--- config.mk ---
export PLATFORM = sky130hd
export DESIGN_NAME = sdi_sync_insert
export DESIGN_NICKNAME = d
export VERILOG_FILES = /design/src/rtl/sdi_sync_pkg.sv /design/src/rtl/sdi_sync_ctrl.sv /design/src/rtl/sdi_sync_window.sv /design/src/rtl/sdi_sync_insert.sv
export SDC_FILE = /design/constraint.sdc
export NUM_CORES = 1
export LEC_CHECK = 0
export BUFFER_PORTS_ARGS = -buffer_cell sky130_fd_sc_hd__clkbuf_2
export CORE_MARGIN = 5
export CORE_UTILIZATION = 55
export DETAILED_ROUTE_END_ITERATION = 10
export PLACE_DENSITY = 0.75
export SLEW_MARGIN = 20
export SYNTH_ARGS = -nofsm -noshare
export SYNTH_HDL_FRONTEND = slang
export SYNTH_SLANG_ARGS = --single-unit
--- constraint.sdc ---
create_clock -name clk -period 3.1 [get_ports clk]
set_input_delay 0.155 -clock clk [delete_from_list [all_inputs] [get_ports clk]]
set_output_delay 0.155 -clock clk [all_outputs]
set_load 0.01 [all_outputs]
--- src/rtl/sdi_sync_pkg.sv ---
package sdi_sync_pkg;

  localparam int RATE_W = 3;

  typedef enum logic [RATE_W-1:0] {
    RATE_SD  = 3'd0,
    RATE_HD  = 3'd1,
    RATE_3G  = 3'd2,
    RATE_6G  = 3'd3,
    RATE_12G = 3'd4
  } rate_e;

  // Decision strobes from control to datapath for the word leaving the window
  typedef struct packed {
    logic rewrite;      // replace low bits of the outgoing word
    logic keepPreamble; // word belongs to the closing preamble
    logic keepAlone;    // isolated special word
  } sync_strobe_t;

  function automatic logic rateNeedsSync(input logic [RATE_W-1:0] rate);
    return (rate == RATE_6G) || (rate == RATE_12G);
  endfunction

endpackage

--- src/rtl/sdi_sync_ctrl.sv ---
module sdi_sync_ctrl
  import sdi_sync_pkg::*;
#(
  parameter int WORD_W = 10
) (
  input  logic              clk,
  input  logic              rst,
  input  logic              advance,
  // look-back taps (already emitted raw words)
  input  logic [WORD_W-1:0] back1Data,
  input  logic              back1Vld,
  input  logic [WORD_W-1:0] back2Data,
  input  logic              back2Vld,
  // current outgoing word and its rate
  input  logic [WORD_W-1:0] curData,
  input  logic              curVld,
  input  logic [RATE_W-1:0] curRate,
  // look-ahead taps, nearest first; the last one is the incoming word
  input  logic [WORD_W-1:0] ahead1Data,
  input  logic              ahead1Vld,
  input  logic [WORD_W-1:0] ahead2Data,
  input  logic              ahead2Vld,
  input  logic [WORD_W-1:0] ahead3Data,
  output sync_strobe_t      strobe
);

  localparam logic [WORD_W-1:0] ONES  = '1;
  localparam logic [WORD_W-1:0] ZEROS = '0;

  function automatic logic isSpecial(input logic [WORD_W-1:0] d, input logic v);
    return v && ((d == ONES) || (d == ZEROS));
  endfunction

  logic back1Sp, ahead1Sp, ahead2Sp, ahead3Sp, curSp;
  logic preFirst, preSecond, preThird, alone;

  always_comb begin
    curSp    = isSpecial(curData, curVld);
    back1Sp  = isSpecial(back1Data, back1Vld);
    ahead1Sp = isSpecial(ahead1Data, ahead1Vld);
    ahead2Sp = isSpecial(ahead2Data, ahead2Vld);
    ahead3Sp = isSpecial(ahead3Data, advance);

    // Closing preamble: 3FF 000 000 followed by ordinary data
    preFirst  = (curData == ONES) && ahead1Vld && (ahead1Data == ZEROS)
              && ahead2Vld && (ahead2Data == ZEROS) && !ahead3Sp;
    preSecond = (curData == ZEROS) && back1Vld && (back1Data == ONES)
              && ahead1Vld && (ahead1Data == ZEROS) && !ahead2Sp;
    preThird  = (curData == ZEROS) && back1Vld && (back1Data == ZEROS)
              && back2Vld && (back2Data == ONES) && !ahead1Sp;
    alone     = !back1Sp && !ahead1Sp;

    strobe.keepPreamble = curSp && (preFirst || preSecond || preThird);
    strobe.keepAlone    = curSp && alone;
    strobe.rewrite      = curSp && rateNeedsSync(curRate)
                        && !strobe.keepPreamble && !strobe.keepAlone;
  end

  // a word takes at most one preamble position, and never also counts as isolated
  p_keep_exclusive_r4: assert property (@(posedge clk) disable iff (rst)
    advance |-> $onehot0({preFirst && curSp, preSecond && curSp, preThird && curSp, strobe.keepAlone}));

  // no rewrite is requested for a word at a low rate
  p_rate_gate_r1: assert property (@(posedge clk) disable iff (rst)
    (advance && !rateNeedsSync(curRate)) |-> !strobe.rewrite);

endmodule

--- src/rtl/sdi_sync_window.sv ---
module sdi_sync_window
  import sdi_sync_pkg::*;
#(
  parameter int WORD_W = 10,
  parameter int AHEAD  = 3
) (
  input  logic              clk,
  input  logic              rst,
  input  logic              inValid,
  input  logic [WORD_W-1:0] inData,
  input  logic [RATE_W-1:0] inRate,
  input  sync_strobe_t      strobe,
  // taps for the control
  output logic [WORD_W-1:0] back1Data,
  output logic              back1Vld,
  output logic [WORD_W-1:0] back2Data,
  output logic              back2Vld,
  output logic [WORD_W-1:0] stData  [AHEAD],
  output logic              stVld   [AHEAD],
  output logic [RATE_W-1:0] curRate,
  output logic              outValid,
  output logic [WORD_W-1:0] outData
);

  localparam int LAST = AHEAD - 1;
  localparam logic [1:0] LOW_FOR_ZEROS = 2'b10;
  localparam logic [1:0] LOW_FOR_ONES  = 2'b01;
  localparam logic [WORD_W-1:0] ONES  = '1;
  localparam logic [WORD_W-1:0] ZEROS = '0;

  logic [RATE_W-1:0] stRate [AHEAD];
  logic [WORD_W-1:0] outRaw;
  logic [RATE_W-1:0] outRate;
  logic [WORD_W-1:0] rewritten;

  always_comb begin
    rewritten = stData[LAST];
    rewritten[1:0] = (stData[LAST] == ZEROS) ? LOW_FOR_ZEROS : LOW_FOR_ONES;
  end

  // Stage 0 takes the incoming word; later stages shift in generate
  always_ff @(posedge clk) begin
    if (rst) begin
      stData[0] <= '0;
      stVld[0]  <= 1'b0;
      stRate[0] <= '0;
    end else if (inValid) begin
      stData[0] <= inData;
      stVld[0]  <= 1'b1;
      stRate[0] <= inRate;
    end
  end

  for (genvar g = 1; g < AHEAD; g++) begin : g_stage
    always_ff @(posedge clk) begin
      if (rst) begin
        stData[g] <= '0;
        stVld[g]  <= 1'b0;
        stRate[g] <= '0;
      end else if (inValid) begin
        stData[g] <= stData[g-1];
        stVld[g]  <= stVld[g-1];
        stRate[g] <= stRate[g-1];
      end
    end
  end

  assign curRate = stRate[LAST];

  always_ff @(posedge clk) begin
    if (rst) begin
      back1Data <= '0;
      back1Vld  <= 1'b0;
      back2Data <= '0;
      back2Vld  <= 1'b0;
      outValid  <= 1'b0;
      outData   <= '0;
      outRaw    <= '0;
      outRate   <= '0;
    end else if (inValid) begin
      back1Data <= stData[LAST];
      back1Vld  <= stVld[LAST];
      back2Data <= back1Data;
      back2Vld  <= back1Vld;
      outValid  <= stVld[LAST];
      outRaw    <= stData[LAST];
      outRate   <= stRate[LAST];
      outData   <= strobe.rewrite ? rewritten : stData[LAST];
    end else begin
      outValid  <= 1'b0;
    end
  end

  // any change to a word is one of the two sync substitutions
  p_legal_rewrite_r2: assert property (@(posedge clk) disable iff (rst)
    (outValid && (outData != outRaw)) |->
      ((outRaw == ZEROS && outData == {{(WORD_W-2){1'b0}}, LOW_FOR_ZEROS}) ||
       (outRaw == ONES  && outData == {{(WORD_W-2){1'b1}}, LOW_FOR_ONES})));

  // low-rate words leave unchanged
  p_low_rate_pass_r1: assert property (@(posedge clk) disable iff (rst)
    (outValid && !rateNeedsSync(outRate)) |-> (outData == outRaw));

  // no output strobe follows a stalled cycle
  p_stall_quiet_r9: assert property (@(posedge clk) disable iff (rst)
    !inValid |=> !outValid);

  // first cycle after reset shows an empty output
  p_reset_clear_r8: assert property (@(posedge clk)
    $past(rst) |-> (!outValid && outData == '0));

endmodule

--- src/rtl/sdi_sync_insert.sv ---
module sdi_sync_insert
  import sdi_sync_pkg::*;
#(
  parameter int WORD_W = 10
) (
  input  logic              clk,
  input  logic              rst,
  input  logic              inValid,
  input  logic [WORD_W-1:0] inData,
  input  logic [2:0]        inRate,
  output logic              outValid,
  output logic [WORD_W-1:0] outData
);

  localparam int AHEAD = 3;

  sync_strobe_t      strobe;
  logic [WORD_W-1:0] back1Data, back2Data;
  logic              back1Vld, back2Vld;
  logic [WORD_W-1:0] stData [AHEAD];
  logic              stVld  [AHEAD];
  logic [RATE_W-1:0] curRate;

  sdi_sync_window #(.WORD_W(WORD_W), .AHEAD(AHEAD)) u_window (
    .clk       (clk),
    .rst       (rst),
    .inValid   (inValid),
    .inData    (inData),
    .inRate    (inRate),
    .strobe    (strobe),
    .back1Data (back1Data),
    .back1Vld  (back1Vld),
    .back2Data (back2Data),
    .back2Vld  (back2Vld),
    .stData    (stData),
    .stVld     (stVld),
    .curRate   (curRate),
    .outValid  (outValid),
    .outData   (outData)
  );

  sdi_sync_ctrl #(.WORD_W(WORD_W)) u_ctrl (
    .clk        (clk),
    .rst        (rst),
    .advance    (inValid),
    .back1Data  (back1Data),
    .back1Vld   (back1Vld),
    .back2Data  (back2Data),
    .back2Vld   (back2Vld),
    .curData    (stData[2]),
    .curVld     (stVld[2]),
    .curRate    (curRate),
    .ahead1Data (stData[1]),
    .ahead1Vld  (stVld[1]),
    .ahead2Data (stData[0]),
    .ahead2Vld  (stVld[0]),
    .ahead3Data (inData),
    .strobe     (strobe)
  );

endmodule

Word level (Yosys, flattened, before mapping). Memories as Yosys holds them, arrays and structs flattened. Cells that the tools add are included.

Bits in registers: 66. Memory bits (writable): 9. Bits of input ports: 16. Output and inout bits: 11. Word-level logic and storage cells: 80. Memories kept: 1.

Eq/ne operators: 8. Mux-type cells: 10. Bitwise operators: 4. Reduce and logical (&&, ||, !) cells: 45.

Memory list: u_window.stRate (words 3, width 3, read ports 3, clocked after memory_dff 0, write ports 3, RTL line sdi_sync_window.sv:31) `logic [RATE_W-1:0] stRate [AHEAD];`.

Operator list (number): $eq A10 B10 Y1 const B (6); $logic_not A10 Y1 (5); $logic_and A1 B1 Y1 (25); $mux W3 (3); $logic_or A1 B1 Y1 (8); $logic_not A1 Y1 (6); $mux W1 (5); $mux W2 (2); $eq A3 B2 Y1 const B (1); $eq A3 B3 Y1 const B (1); $or A1 B1 Y1 (3); $reduce_or A2 Y1 (1); $not A1 Y1 (1).

Longest topological paths before layout.
Depth after elaboration: 13. Mapped depth: 7. Gate-level depth less buffers: 6.

Hierarchy. From an unflattened synthesis, not the netlist that was laid out.

Cells, all modules: 279. Area total of the unflattened synthesis: 2884.0 sq um.

By module, submodules not included: sdi_sync_window (instances 1, cells each 222, area an instance 2504.9 sq um, sequential area each 1431.4 sq um); sdi_sync_ctrl (instances 1, cells each 57, area an instance 379.1 sq um, sequential area each 0.0 sq um).

Least setup slack after synthesis. OpenSTA, ideal clock, no wires.

Kind: register to register. Start point: reg u_window.stData[3] in the netlist's numbering. End point: reg u_window.outData[1]. Setup time: 0.124 ns. Arrival time: 1.672 ns. Data required time: 2.976 ns. Slack: 1.304 ns. Stages on the path, launching flop included: 7. Path buffers: 0. Period minus slack after synthesis: 1.796 ns. Cell sequence: dfxtp_1 > or4_4 > nor4_4 > a21oi_1 > o41ai_2 > a211o_1 > o211ai_2.

Cells in the longest elaborated chain, start to end: 13. Elaborated cells on any way between the ends: 29. Classes of those cells: 1 x eq/ne; 2 x mux; 26 x reduce/logical.

RTL lines: start: declaration (RTL line sdi_sync_window.sv:18) `output logic [WORD_W-1:0] stData [AHEAD],`; start signal: indexed assignment (RTL line sdi_sync_window.sv:61) `stData[g] <= stData[g-1];`; $eq A10 B10 Y1 or $logic_not A10 Y1 (tied branches); $logic_and A1 B1 Y1 (on tied branches) (RTL line sdi_sync_ctrl.sv:45, sdi_sync_ctrl.sv:47, sdi_sync_ctrl.sv:49); $logic_and A1 B1 Y1 (on tied branches) (RTL line sdi_sync_ctrl.sv:45, sdi_sync_ctrl.sv:47); $logic_and A1 B1 Y1 (on tied branches) (3 in series) (RTL line sdi_sync_ctrl.sv:46, sdi_sync_ctrl.sv:48); $logic_or A1 B1 Y1 (2 in series) (RTL line sdi_sync_ctrl.sv:53) `strobe.keepPreamble = curSp && (preFirst || preSecond || preThird);`; $logic_and A1 B1 Y1 (RTL line sdi_sync_ctrl.sv:53); $logic_not A1 Y1 (RTL line sdi_sync_ctrl.sv:56) `&& !strobe.keepPreamble && !strobe.keepAlone;`; $logic_and A1 B1 Y1 (2 in series) (RTL line sdi_sync_ctrl.sv:56); $mux W2 * (RTL line sdi_sync_window.sv:88) `outData <= strobe.rewrite ? rewritten : stData[LAST];`; end signal: assignment (RTL line sdi_sync_window.sv:88); end: declaration (RTL line sdi_sync_window.sv:22) `output logic [WORD_W-1:0] outData`.

Mark *: on every way between the ends. The rest lies on a longest branch, timed or not. A chain may end at the register's enable or synchronous reset.

Worst setup path in the final report. Same ends and word-level chain as after synthesis.

==> flow_metrics.env <==
export IMPL_diodes=0
export IMPL_cts_resized=0
export IMPL_finalMaxSlewViolations=0
export IMPL_maxCapViolations=0
export IMPL_hold_path_class="in -> reg"
export IMPL_syn_inst=272
export IMPL_peakVddDrop_uv=253
export IMPL_mappedNetlistNets=288
export IMPL_finalHoldViolCount=0
export IMPL_antenna_found_initial=0
export IMPL_fin_nets=306
export IMPL_path_max_fanout=4
export IMPL_clock_sinks=67
export IMPL_synth_seq_area_share_pct=51.3
export IMPL_dieArea_sq_um=6590
export IMPL_max_stage_delay_ps=550
export IMPL_port_buffers=26
export IMPL_crit_path_end_kind="flip-flop"
export IMPL_yosys_warnings=0
export IMPL_final_layout_size_suffix_gt1_share_pct=16.7
export IMPL_clk_path_buf_depth=2
export IMPL_ios=27
export IMPL_drt_iter0_markers=130
export IMPL_die_height_um=81.2
export IMPL_grt_max_degree=57
export IMPL_power_leakage_nw=1.34
export IMPL_period_needed_ps=1930
export IMPL_setup_tns_ps=0
export IMPL_dr_pass1_iters=4
export IMPL_grt_pass1_vias=1842
export IMPL_num_rows=26
export IMPL_hpwl_um=3690
export IMPL_cts_htree_levels=3
export IMPL_clk_pin_slew_ps=60
export IMPL_cts_tree="yes"
export IMPL_cp_top_family="simple AND/OR/NAND/NOR gates"
export IMPL_worst_pin_slew_ps=730
export IMPL_route_detailed_drc=0
export IMPL_path_cells="or4_4 > nor4_4 > a21oi_1 > o41ai_2 > a211o_1 > o211ai_2"
export IMPL_gp_congestion=0.818
export IMPL_syn_avg_cell_area_sq_um=10.2
export IMPL_critical_path_class="reg -> reg"
export IMPL_clkLatencyLatePin_ps=340
export IMPL_cts_inserted_buffers=9
export IMPL_final_util_pct=61.7
export IMPL_crit_buf_inv=0
export IMPL_fmax_mhz=519
export IMPL_vias=1926
export IMPL_cp_arrival_ps=2150
export IMPL_slowest_stage="or4_4"
export IMPL_grt_overflow=0
export IMPL_num_fill_cells=456
export IMPL_required_ps=3320
export IMPL_grtUsageTotal_pct=18.0
export IMPL_wl_per_cell_um=14.6
export IMPL_viasPerCell=5.31
export IMPL_clock_skew_ps=5.84
export IMPL_start_kind="flip-flop"
export IMPL_cts_setup_buffers=0
export IMPL_power_density_nw_per_um2=556
export IMPL_ant_nets=0
export IMPL_finalSetupViolations=0
export IMPL_grt_pass1_wl_um=8800
export IMPL_ys_types=31
export IMPL_cts_root_buf="clkbuf_8"
export IMPL_syn_to_final_growth_pct=11.0
export IMPL_die_width_um=81.2
export IMPL_rsz0062_at_grt="false"
export IMPL_initial_utilization_pct=55.6
export IMPL_slew_headroom_pct=51.2
export IMPL_ys_seq_elements=67
export IMPL_coreArea_sq_um=5010
export IMPL_synth_area_sq_um=2790
export IMPL_outcome="finished clean"
export IMPL_period_share_pct=62.1
export IMPL_wl_um=5310
export IMPL_cts_hold_buffers=0
[power breakdown]
group	switching, W	total [W]	internal [W]	leakage (nW)
Combinational	0.0000611	0.000110	0.0000487	0.672
Sequential	0.0000227	0.000929	0.000907	0.569
Clock	0.000298	0.000680	0.000382	0.0950
Total	0.000382	0.00172	0.00134	1.34
[through the flow]
| step | worst slack (ps) | hold slack, ps | cells | instance area, sq um | power (W) |
|---|---|---|---|---|---|
| CTS | 1170 | 68.1 | 363 | 3090 | 0.00174 |
| finish | 1170 | 81.9 | 363 | 3090 | 0.00172 |
| global placement | 1250 | 427 | 349 | 2910 | 0.00106 |
| global route | 1060 | 80.7 | 363 | 3090 | 0.00179 |
| floorplan | 1300 | 303 | 272 | 2790 | 0.00103 |
| detailed placement | 1180 | 433 | 349 | 2910 | 0.00106 |
[cells in the final DEF (no fill, tap or decap), types with 5 or more instances in the layout]
| master | count |
|---|---|
| and2_1 | 10 |
| clkbuf_2 | 25 |
| clkbuf_8 | 10 |
| dfxtp_1 | 58 |
| edfxtp_1 | 9 |
| mux2i_1 | 52 |
| nand2_1 | 9 |
| nand3_1 | 7 |
| nand4_1 | 13 |
| nor2_1 | 56 |
| nor3_1 | 6 |
| nor4_1 | 5 |
[sequential cells by signal (all words and copies together), names as in the netlist]
register	cells
u_window.back1Data	3
u_window.back1Vld	1
u_window.back2Data	10
u_window.back2Vld	1
u_window.outData	9
u_window.outValid	1
u_window.stData	30
u_window.stRate	9
u_window.stVld	3
[final cells by class]
type | count | area, sq um | area share (%)
sequential | 67 | 1430 | 46.3
clock buffer | 11 | 141 | 4.57
multi-input combinational | 182 | 1240 | 40.0
clock inverter | 3 | 40.0 | 1.29
timing repair buffer | 29 | 153 | 4.94
tap | 70 | 87.6 | 2.83
inverter | 1 | 3.75 | 0.121
[worst register-to-register path, cell delays in order, from the launching register on]
cell      delay (ps)
dfxtp_1          330
or4_4            550
nor4_4           290
a21oi_1          140
o41ai_2          270
a211o_1          160
o211ai_2          80
[Yosys cell counts, drive strengths merged]
cell	n	area share, %
a211o	1	0.31
a21o	1	0.27
a21oi	4	0.72
and2	10	2.2
buf	15	3.2
clkbuf	7	0.94
dfxtp	58	42
edfxtp	9	9.7
inv	1	0.13
mux2i	52	19
nand2	9	1.2
nand2b	2	0.45
nand3	7	1.3
nand4	13	2.9
nor2	56	7.5
nor2b	1	0.22
nor3	7	1.7
nor3b	1	0.27
nor4	7	2.6
nor4b	4	1.3
o211ai	1	0.45
o221a	1	0.40
o31ai	1	0.27
o32ai	1	0.31
o41ai	1	0.58
or4	2	0.67
[kinds of logic (layout without fill, tap and decap cells)]
logic type / count (synthesis) / after routing / share of synthesized area, %
multiplexers: 52 / 52 / 18.7
flip-flops: 67 / 67 / 51.3
AND/OR/NAND/NOR: 119 / 119 / 22.4
AO/OA/AOI/OAI: 11 / 11 / 3.32
buffers and inverters: 23 / 44 / 4.31
[worst paths after layout]
| kind | startpoint | to | slack (ps) | depth (start not counted) |
|---|---|---|---|---|
| worst max-delay path | u_window.stData[3]$_SDFFE_PP0P_ | u_window.outData[1]$_SDFFE_PP0P_ | 1170 | 6 |
| worst min-delay path | inData[3] | u_window.stData[23]$_SDFFE_PP0P_ | 80 | 3 |
| worst max register to register | u_window.stData[3]$_SDFFE_PP0P_ | u_window.outData[1]$_SDFFE_PP0P_ | 1170 | 6 |
| worst min register to register | u_window.outData[0]$_SDFFE_PP0P_ | u_window.outData[0]$_SDFFE_PP0P_ | 490 | 2 |
[metal layers]
metal  part of all wire, %  track usage, %  vias to the layer above
met5                     0               0                        -
met2                    43            25.1                       43
met4                   2.4            9.97                        0
met3                   5.1            5.76                       14
li1                      -               -                      992
met1                    50            24.5                      877
(Power assumes the default switching activity.)
